### src/rtl/cos_pkg.sv
package cos_pkg;
   localparam int BUS_W     = 8;
   localparam int ADDR_W    = 3;
   localparam int MAX_GRP   = 6;
   localparam logic [ADDR_W-1:0] STAT_ADDR = 3'd7;
   localparam logic [ADDR_W-1:0] HOLE_ADDR = 3'd3;
   localparam int PEND_N_BIT = 6;

   typedef enum logic [1:0] {SEL_GROUP, SEL_HOLE, SEL_STATUS} sel_e;

   function automatic sel_e decode_sel(input logic [ADDR_W-1:0] a);
      if (a == STAT_ADDR)      return SEL_STATUS;
      else if (a == HOLE_ADDR) return SEL_HOLE;
      else                     return SEL_GROUP;
   endfunction

   // Group index for a data offset: offsets above the hole shift down by one.
   function automatic logic [ADDR_W-1:0] group_of(input logic [ADDR_W-1:0] a);
      return (a > HOLE_ADDR) ? a - 3'd1 : a;
   endfunction
endpackage

### src/rtl/cos_sync.sv
module cos_sync #(
   parameter int WIDTH  = 48,
   parameter int STAGES = 2
) (
   input  logic             clk,
   input  logic             rst_n,
   input  logic [WIDTH-1:0] d_in,
   output logic [WIDTH-1:0] d_out
);
   logic [WIDTH-1:0] stage_q [STAGES];

   generate
      for (genvar s = 0; s < STAGES; s++) begin : g_stage
         if (s == 0) begin : g_first
            always_ff @(posedge clk) begin
               if (!rst_n) stage_q[0] <= '0;
               else        stage_q[0] <= d_in;
            end
         end else begin : g_next
            always_ff @(posedge clk) begin
               if (!rst_n) stage_q[s] <= '0;
               else        stage_q[s] <= stage_q[s-1];
            end
         end
      end
   endgenerate

   assign d_out = stage_q[STAGES-1];
endmodule

### src/rtl/cos_edge_detect.sv
module cos_edge_detect #(
   parameter int NUM_GROUPS = 6,
   parameter int GROUP_W    = 8,
   localparam int LINES     = NUM_GROUPS * GROUP_W
) (
   input  logic                  clk,
   input  logic                  rst_n,
   input  logic [LINES-1:0]      lines_sync,
   output logic [NUM_GROUPS-1:0] grp_edge
);
   logic [LINES-1:0] prev_q;

   always_ff @(posedge clk) begin
      if (!rst_n) prev_q <= '0;
      else        prev_q <= lines_sync;
   end

   generate
      for (genvar g = 0; g < NUM_GROUPS; g++) begin : g_grp
         assign grp_edge[g] = |(lines_sync[g*GROUP_W +: GROUP_W] ^
                                prev_q[g*GROUP_W +: GROUP_W]);
      end
   endgenerate
endmodule

### src/rtl/cos_ctrl.sv
module cos_ctrl
   import cos_pkg::*;
#(
   parameter int NUM_GROUPS = 6,
   parameter int GROUP_W    = 8,
   localparam int LINES     = NUM_GROUPS * GROUP_W
) (
   input  logic                  clk,
   input  logic                  rst_n,
   input  logic                  bus_wr,
   input  logic                  bus_rd,
   input  logic [ADDR_W-1:0]     bus_addr,
   input  logic [BUS_W-1:0]      bus_wdata,
   output logic [BUS_W-1:0]      bus_rdata,
   input  logic [LINES-1:0]      lines_sync,
   input  logic [NUM_GROUPS-1:0] grp_edge,
   output logic [NUM_GROUPS-1:0] arm_q,
   output logic [NUM_GROUPS-1:0] flag_q,
   output logic                  irq
);
   sel_e                  sel;
   logic                  stat_wr, stat_rd;
   logic [NUM_GROUPS-1:0] arm_next, flag_next;
   logic [BUS_W-1:0]      rd_mux, status_byte;
   logic [ADDR_W-1:0]     gidx;
   logic                  irq_q;

   assign sel     = decode_sel(bus_addr);
   assign stat_wr = bus_wr && (sel == SEL_STATUS);
   assign stat_rd = bus_rd && (sel == SEL_STATUS);
   assign gidx    = group_of(bus_addr);

   always_comb begin
      arm_next = arm_q;
      if (stat_wr) arm_next = bus_wdata[NUM_GROUPS-1:0];
   end

   // Sticky flags: cleared by a status read, set by armed edges, dropped on disarm.
   always_comb begin
      flag_next = stat_rd ? '0 : flag_q;
      flag_next = flag_next | (grp_edge & arm_q);
      flag_next = flag_next & arm_next;
   end

   always_ff @(posedge clk) begin
      if (!rst_n) begin
         arm_q  <= '0;
         flag_q <= '0;
         irq_q  <= 1'b0;
      end else begin
         arm_q  <= arm_next;
         flag_q <= flag_next;
         irq_q  <= |flag_next;
      end
   end

   always_comb begin
      status_byte = '0;
      status_byte[NUM_GROUPS-1:0] = flag_q;
      status_byte[PEND_N_BIT]     = ~irq_q;
   end

   always_comb begin
      rd_mux = '0;
      unique case (sel)
         SEL_STATUS: rd_mux = status_byte;
         SEL_HOLE:   rd_mux = '0;
         default: begin
            for (int g = 0; g < NUM_GROUPS; g++)
               if (gidx == ADDR_W'(g))
                  rd_mux = lines_sync[g*GROUP_W +: GROUP_W];
         end
      endcase
   end

   always_ff @(posedge clk) begin
      if (!rst_n)      bus_rdata <= '0;
      else if (bus_rd) bus_rdata <= rd_mux;
   end

   assign irq = irq_q;
endmodule

### src/rtl/cos_input_port.sv
module cos_input_port
   import cos_pkg::*;
#(
   parameter int NUM_GROUPS  = 6,
   parameter int GROUP_W     = 8,
   parameter int SYNC_STAGES = 2,
   localparam int LINES      = NUM_GROUPS * GROUP_W
) (
   input  logic              clk,
   input  logic              rst_n,
   input  logic              bus_wr,
   input  logic              bus_rd,
   input  logic [2:0]        bus_addr,
   input  logic [7:0]        bus_wdata,
   output logic [7:0]        bus_rdata,
   input  logic [LINES-1:0]  line_in,
   output logic              irq
);
   generate
      if (GROUP_W != BUS_W) begin : g_bad_width
         $error("GROUP_W must equal the bus byte width");
      end
      if (NUM_GROUPS < 1 || NUM_GROUPS > MAX_GRP) begin : g_bad_groups
         $error("NUM_GROUPS must be 1..6");
      end
      if (SYNC_STAGES < 2) begin : g_bad_sync
         $error("SYNC_STAGES must be at least 2");
      end
   endgenerate

   logic [LINES-1:0]      lines_sync;
   logic [NUM_GROUPS-1:0] grp_edge;
   logic [NUM_GROUPS-1:0] arm_q;
   logic [NUM_GROUPS-1:0] flag_q;

   cos_sync #(.WIDTH(LINES), .STAGES(SYNC_STAGES)) u_sync (
      .clk   (clk),
      .rst_n (rst_n),
      .d_in  (line_in),
      .d_out (lines_sync)
   );

   cos_edge_detect #(.NUM_GROUPS(NUM_GROUPS), .GROUP_W(GROUP_W)) u_edge (
      .clk        (clk),
      .rst_n      (rst_n),
      .lines_sync (lines_sync),
      .grp_edge   (grp_edge)
   );

   cos_ctrl #(.NUM_GROUPS(NUM_GROUPS), .GROUP_W(GROUP_W)) u_ctrl (
      .clk        (clk),
      .rst_n      (rst_n),
      .bus_wr     (bus_wr),
      .bus_rd     (bus_rd),
      .bus_addr   (bus_addr),
      .bus_wdata  (bus_wdata),
      .bus_rdata  (bus_rdata),
      .lines_sync (lines_sync),
      .grp_edge   (grp_edge),
      .arm_q      (arm_q),
      .flag_q     (flag_q),
      .irq        (irq)
   );
endmodule

### config.mk
export PLATFORM = sky130hd
export DESIGN_NAME = cos_input_port
export DESIGN_NICKNAME = d
export VERILOG_FILES = /design/src/rtl/cos_pkg.sv /design/src/rtl/cos_sync.sv /design/src/rtl/cos_edge_detect.sv /design/src/rtl/cos_ctrl.sv /design/src/rtl/cos_input_port.sv
export SDC_FILE = /design/constraint.sdc
export NUM_CORES = 1
export LEC_CHECK = 0
export BUFFER_PORTS_ARGS = -buffer_cell sky130_fd_sc_hd__buf_2
export CAP_MARGIN = 25
export CORE_MARGIN = 5
export CORE_UTILIZATION = 45
export CTS_CLUSTER_SIZE = 14
export DETAILED_ROUTE_END_ITERATION = 7
export GPL_ROUTABILITY_DRIVEN = 1
export PLACE_DENSITY = 0.74
export SLEW_MARGIN = 10
export SYNTH_ARGS = -nofsm -noshare
export SYNTH_HDL_FRONTEND = slang
export SYNTH_SLANG_ARGS = --single-unit
export TNS_END_PERCENT = 1
### constraint.sdc
create_clock -name clk -period 2.6 [get_ports clk]
set_clock_uncertainty 0.2 [all_clocks]
set_input_delay 0.65 -clock clk [delete_from_list [all_inputs] [get_ports clk]]
set_output_delay 0.65 -clock clk [all_outputs]
set_load 0.05 [all_outputs]
After elaboration in Yosys (flattened, before gate mapping)
Memories as Yosys holds them, arrays and structs flattened. Index checks and enable logic that the tools add are counted.

Add/subtract/negate cells: 1. Reduce and logical (&&, ||, !) cells: 10. Muxes and demuxes: 16. Bitwise operators: 12. $lt $le $gt $ge: 1. Equality and inequality tests: 9.

Operators with widths (count): 2-to-1 mux 48 bit (2); 2-to-1 mux 8 bit (6); OR reduction 8 bit (6); bitwise XOR 8 bit (6); case mux 8 bit (2 select lines) (1); AND 6 bit (2); 2-to-1 mux 6 bit (2); equality test 3 x 2 -> 1 bit (second input constant) (3); equality test 3 bit (second input constant) (3); bitwise OR 6 bit (1); OR reduction 6 bit (1); equality test 3 x 1 -> 1 bit (second input constant) (1); greater-than comparator 3 x 2 -> 1 bit (second input constant) (1); logical NOT 3 bit (1); 2-to-1 mux 1 bit (3); 2-to-1 mux 3 bit (1); subtractor 3 x 1 -> 3 bit (second input constant) (1); equality test 2 x 1 -> 1 bit (second input constant) (1); equality test 2 bit (second input constant) (1); logical AND 1 bit (2); 2-to-1 mux 2 bit (1); bitwise OR 1 bit (2); inverter 1 bit (1).

Logic and storage cells: 55. Register bits: 69. RAM bits: 96. Memories: 1.

Memory list: u_sync.stage_q (depth 2, width 48, rd ports 2, clocked after memory_dff 0, write ports 2, RTL line cos_sync.sv:10) `logic [WIDTH-1:0] stage_q [STAGES];`.

Longest topological paths before layout
Word-level depth: 10. Mapped depth: 10. Gate-level depth less buffers: 7.

Modules after synthesis
A second synthesis with hierarchy kept.

Cells, all modules: 574. Area, all modules: 6017.0 sq um.

By module, submodules not included: cos_sync (times used 1, area an instance 2603.7 sq um, sequential area each 1921.8 sq um, cells each 202); cos_edge_detect (times used 1, area an instance 1804.2 sq um, sequential area each 960.9 sq um, cells each 167); cos_ctrl (times used 1, area an instance 1609.0 sq um, sequential area each 420.4 sq um, cells each 205).

Worst setup path after synthesis
Ideal clock, no wire load.

Path kind: in2reg. Start: input port bus_addr[0]. End: register u_ctrl.bus_rdata[2]. Arrival time: 2.437 ns. Stages: 9. Buffers on the path: 2. Slack: -0.159 ns. Library setup time: 0.122 ns. Cells stage by stage: buf_2 -> inv_1 -> ha_1 -> clkbuf_1 -> nor2b_1 -> a32o_1 -> a221o_1 -> a211oi_1 -> o21ai_1.

Word-level cells in the longest chain between the ends: 10.

Ends and longest elaborated chain: start: declaration (RTL line cos_input_port.sv:13) `input logic [2:0] bus_addr,`; subtractor 3 x 1 -> 3 bit / greater-than comparator 3 x 2 -> 1 bit (equally long branches) (RTL line cos_pkg.sv:19) `return (a > HOLE_ADDR) ? a - 3'd1 : a;`; 2-to-1 mux 3 bit (RTL line cos_pkg.sv:19); logical NOT 3 bit (RTL line cos_ctrl.sv:70) `if (gidx == ADDR_W'(g))`; 2-to-1 mux 8 bit (6 in series) (RTL line cos_ctrl.sv:70); case mux 8 bit (2 select lines) (*) (RTL line cos_ctrl.sv:65) `unique case (sel)`; end signal: assignment (RTL line cos_ctrl.sv:78) `else if (bus_rd) bus_rdata <= rd_mux;`; end: declaration (RTL line cos_ctrl.sv:14) `output logic [BUS_W-1:0] bus_rdata,`.

Every way passes the cells marked *; elsewhere a longest branch is shown, timed or not. A chain may end at the register's enable or synchronous reset.

Final worst setup path
Start: input port bus_addr[0]. End: register u_ctrl.bus_rdata[5].

Same word-level chain as after synthesis.

==> metrics.txt <==
Post-synth top cells dfxtp_1 (165), and2_1 (148), xor2_1 (32), nand2_1 (27), clkbuf_1 (21); syn_nets 620; Worst setup SP type input port; I/O pin count 72; power density cells 779 nW/um2; worst hold path type register to register; vias in the first global route 4,044; count leader, synth dfxtp_1; DRC errors left 0; drt total wl 11,300 um; first-pass GRT wire length 18,800 um; largest net degree at the start of global routing 85; hold buffer count at cts 0; post-synth top area share 0.569; DP Wirelength 8530 um; Yosys reg bits 165; die area 15,300 um2; Top FF cell, synth dfxtp_1; arrival time at the worst endpoint 2.55 ns; Setup crit end kind register; Synth area leader dfxtp_1; Psw 1150 uW; via density per instance 4.73; die width 124 um; Setup Fix Bufs, Post-CTS 0; Combinational Power Share 0.069; post-DR wirelength/cell 13.7 um; Clock Sinks 165; met3 WL 538 um; Crit path required time 2.75 ns; Final nets 705; FMAX 417 MHz; Area growth syn-to-layout 21.0%; worst setup path end u_ctrl.bus_rdata[5]; clock power share 0.441; Starting Density 0.460; First DRT Iteration DRCs 261; slowest CP cell or4b_4; vias post-DR 3,895; Internal Dissipation 4320 uW; main area contributors after synthesis dfxtp_1 (57%), and2_1 (16%), xor2_1 (4.8%); layout cells sized above 1 0.198; GRT Total Usage 0.160; Num CTS Buffers 17; Critical Setup Path Class input port to register; root buffer cell clkbuf_16; unrepaired setup endpoints after global routing false; cells after synthesis 555; highest routed layer met4; DIE HEIGHT 124 um; Yosys cell types 48; # diodes 0; Reg power frac 0.491; Max Cap Violations 0; worst vdd ir 0.000499 V; Clock Pin Slew Worst Setup and Hold Paths 0.06 ns; worst skew pair latency 0.41 ns; site row count 41; RePlAce Congestion 0.903; r2r setup slk 0.38 ns; CTS resizes 0; H-tree depth 4; 1st-pass router iterations 4; beginning of the critical path bus_addr[0]; crit-path cells buf_2, ha_1, or4b_4, a21oi_1, o21ai_0, a221oi_1, o311a_1; Post-synth ARST share 0; status finished, final reports clean; clk buf depth 2; antenna viol nets, final 0; Sw Share 0.211; Met1 Wirelength 5090 um; final setup fails 0; metal2 WL 5410 um; synth warn 0; Slew @ Worst Pin 0.705 ns; Post-Syn Area 5810 um2; number of synthesized flops with an enable pin 0; R2R cell count 5; Final min period 2.40 ns; reg2reg end u_ctrl.irq; Layout Cells excl Fill 824; TritonCTS clock tree done; Critical Path Max Stage Delay 0.54 ns; LEAKAGE 0.00306 uW; RR Startpoint u_sync.stage_q[1][14]; Critical Path Fanout Max 6; Core ar. 12,600 um2; post-synthesis sequential area ratio 0.569; final hold violation count 0; initial antenna violation count 0; PortBufs 69; Placed Cells 793; remaining global-route overflow 0; relative slew slack 0.525; share of the clock period used by the worst path 0.923; Final Slew Violations 0; setup_tns 0 ns; Post-Syn Area per Cell 10.5 um2
registers in the layout (all words and copies together), names as in the netlist:
name and count:
u_sync.stage_q 96, u_edge.prev_q 48, u_ctrl.bus_rdata 8, u_ctrl.arm_q 6
u_ctrl.flag_q 6, u_ctrl.irq 1
worst max-delay path, delay by kind of cell:
kind                       cells  cell delay (ns)
adders and majority gates      1             0.30
AOI/OAI and AO/OA              4             0.94
buffers and inverters          1             0.12
and+or+nand+nor                1             0.54
cells in the final DEF (no fill, tap or decap), drive strengths merged, types with 5 or more instances in the layout:
cell type  netlist  layout
nor2b            8       8
o21ai           19      19
inv             11      11
dfxtp          165     165
a21oi            6       6
nor2            13      13
nand2           27      27
buf              5      92
a22o             5       5
xnor2           16      16
a221oi           6       6
nand3            5       5
nor4             8       8
xor2            32      32
clkbuf          21      23
and2           148     148
a21boi           6       6
per-layer routing:
metal / GRT usage / up-vias
met1: 0.195 / 1773
met5: 0 / -
met3: 0.0391 / 23
met2: 0.263 / 98
li1: - / 2001
met4: 0.0796 / 0
worst min path at each step:
stage	start	endpoint	slack, ns	depth (start not counted)
floorplan	u_sync.stage_q[0][0]	u_sync.stage_q[1][0]	0.21	1
global placement	u_sync.stage_q[0][30]	u_sync.stage_q[1][30]	0.22	1
detailed placement	u_sync.stage_q[0][19]	u_sync.stage_q[1][19]	0.22	1
CTS	line_in[30]	u_sync.stage_q[0][30]	0.22	2
global route	line_in[19]	u_sync.stage_q[0][19]	0.22	2
finish	u_sync.stage_q[0][26]	u_sync.stage_q[1][26]	0.23	1
through the flow:
step / instance area (um2) / util / total power (uW) / hold slack (ns) / setup slack, ns
6_report: 7020 / 0.557 / 5470 / 0.230 / 0.201
2_1_floorplan: 5820 / - / 2970 / 0.212 / -0.0137
3_3_place_gp: 6440 / 0.510 / 3100 / 0.215 / -0.0884
5_1_grt: 7020 / 0.557 / 5700 / 0.224 / 0.0571
3_5_place_dp: 6440 / 0.510 / 3120 / 0.218 / -0.177
4_1_cts: 7020 / 0.557 / 5530 / 0.223 / 0.247
power by group through the flow:
stage | Clock [uW] | Sequential, uW | Combinational [uW]
after floorplan | 0 | 2740 | 226
after global placement | 0 | 2740 | 362
after detailed placement | 0 | 2740 | 373
after CTS | 2470 | 2690 | 376
after global routing | 2590 | 2700 | 416
final | 2410 | 2690 | 376
layout make-up:
class / count / area [um2]
Clock buffer: 23 / 488
Tap cell: 172 / 215
Sequential cell: 165 / 3300
Timing Repair Buffer: 92 / 520
Fill cell: 1124 / 5600
Inverter: 11 / 41.3
Multi-Input combinational cell: 353 / 2360
Clock inverter: 8 / 98.8
cell families (layout without fill, tap and decap cells):
logic type      after synthesis  after routing  synth area share
fa+ha+maj                     2              2           0.00431
buf+inv                      37            134            0.0259
mux                           2              2           0.00345
compound gates               71             71            0.0925
simple gates                230            230             0.233
xor+xnor                     48             48            0.0724
flops                       165            165             0.569
Power figures use the tool's default switching activity.
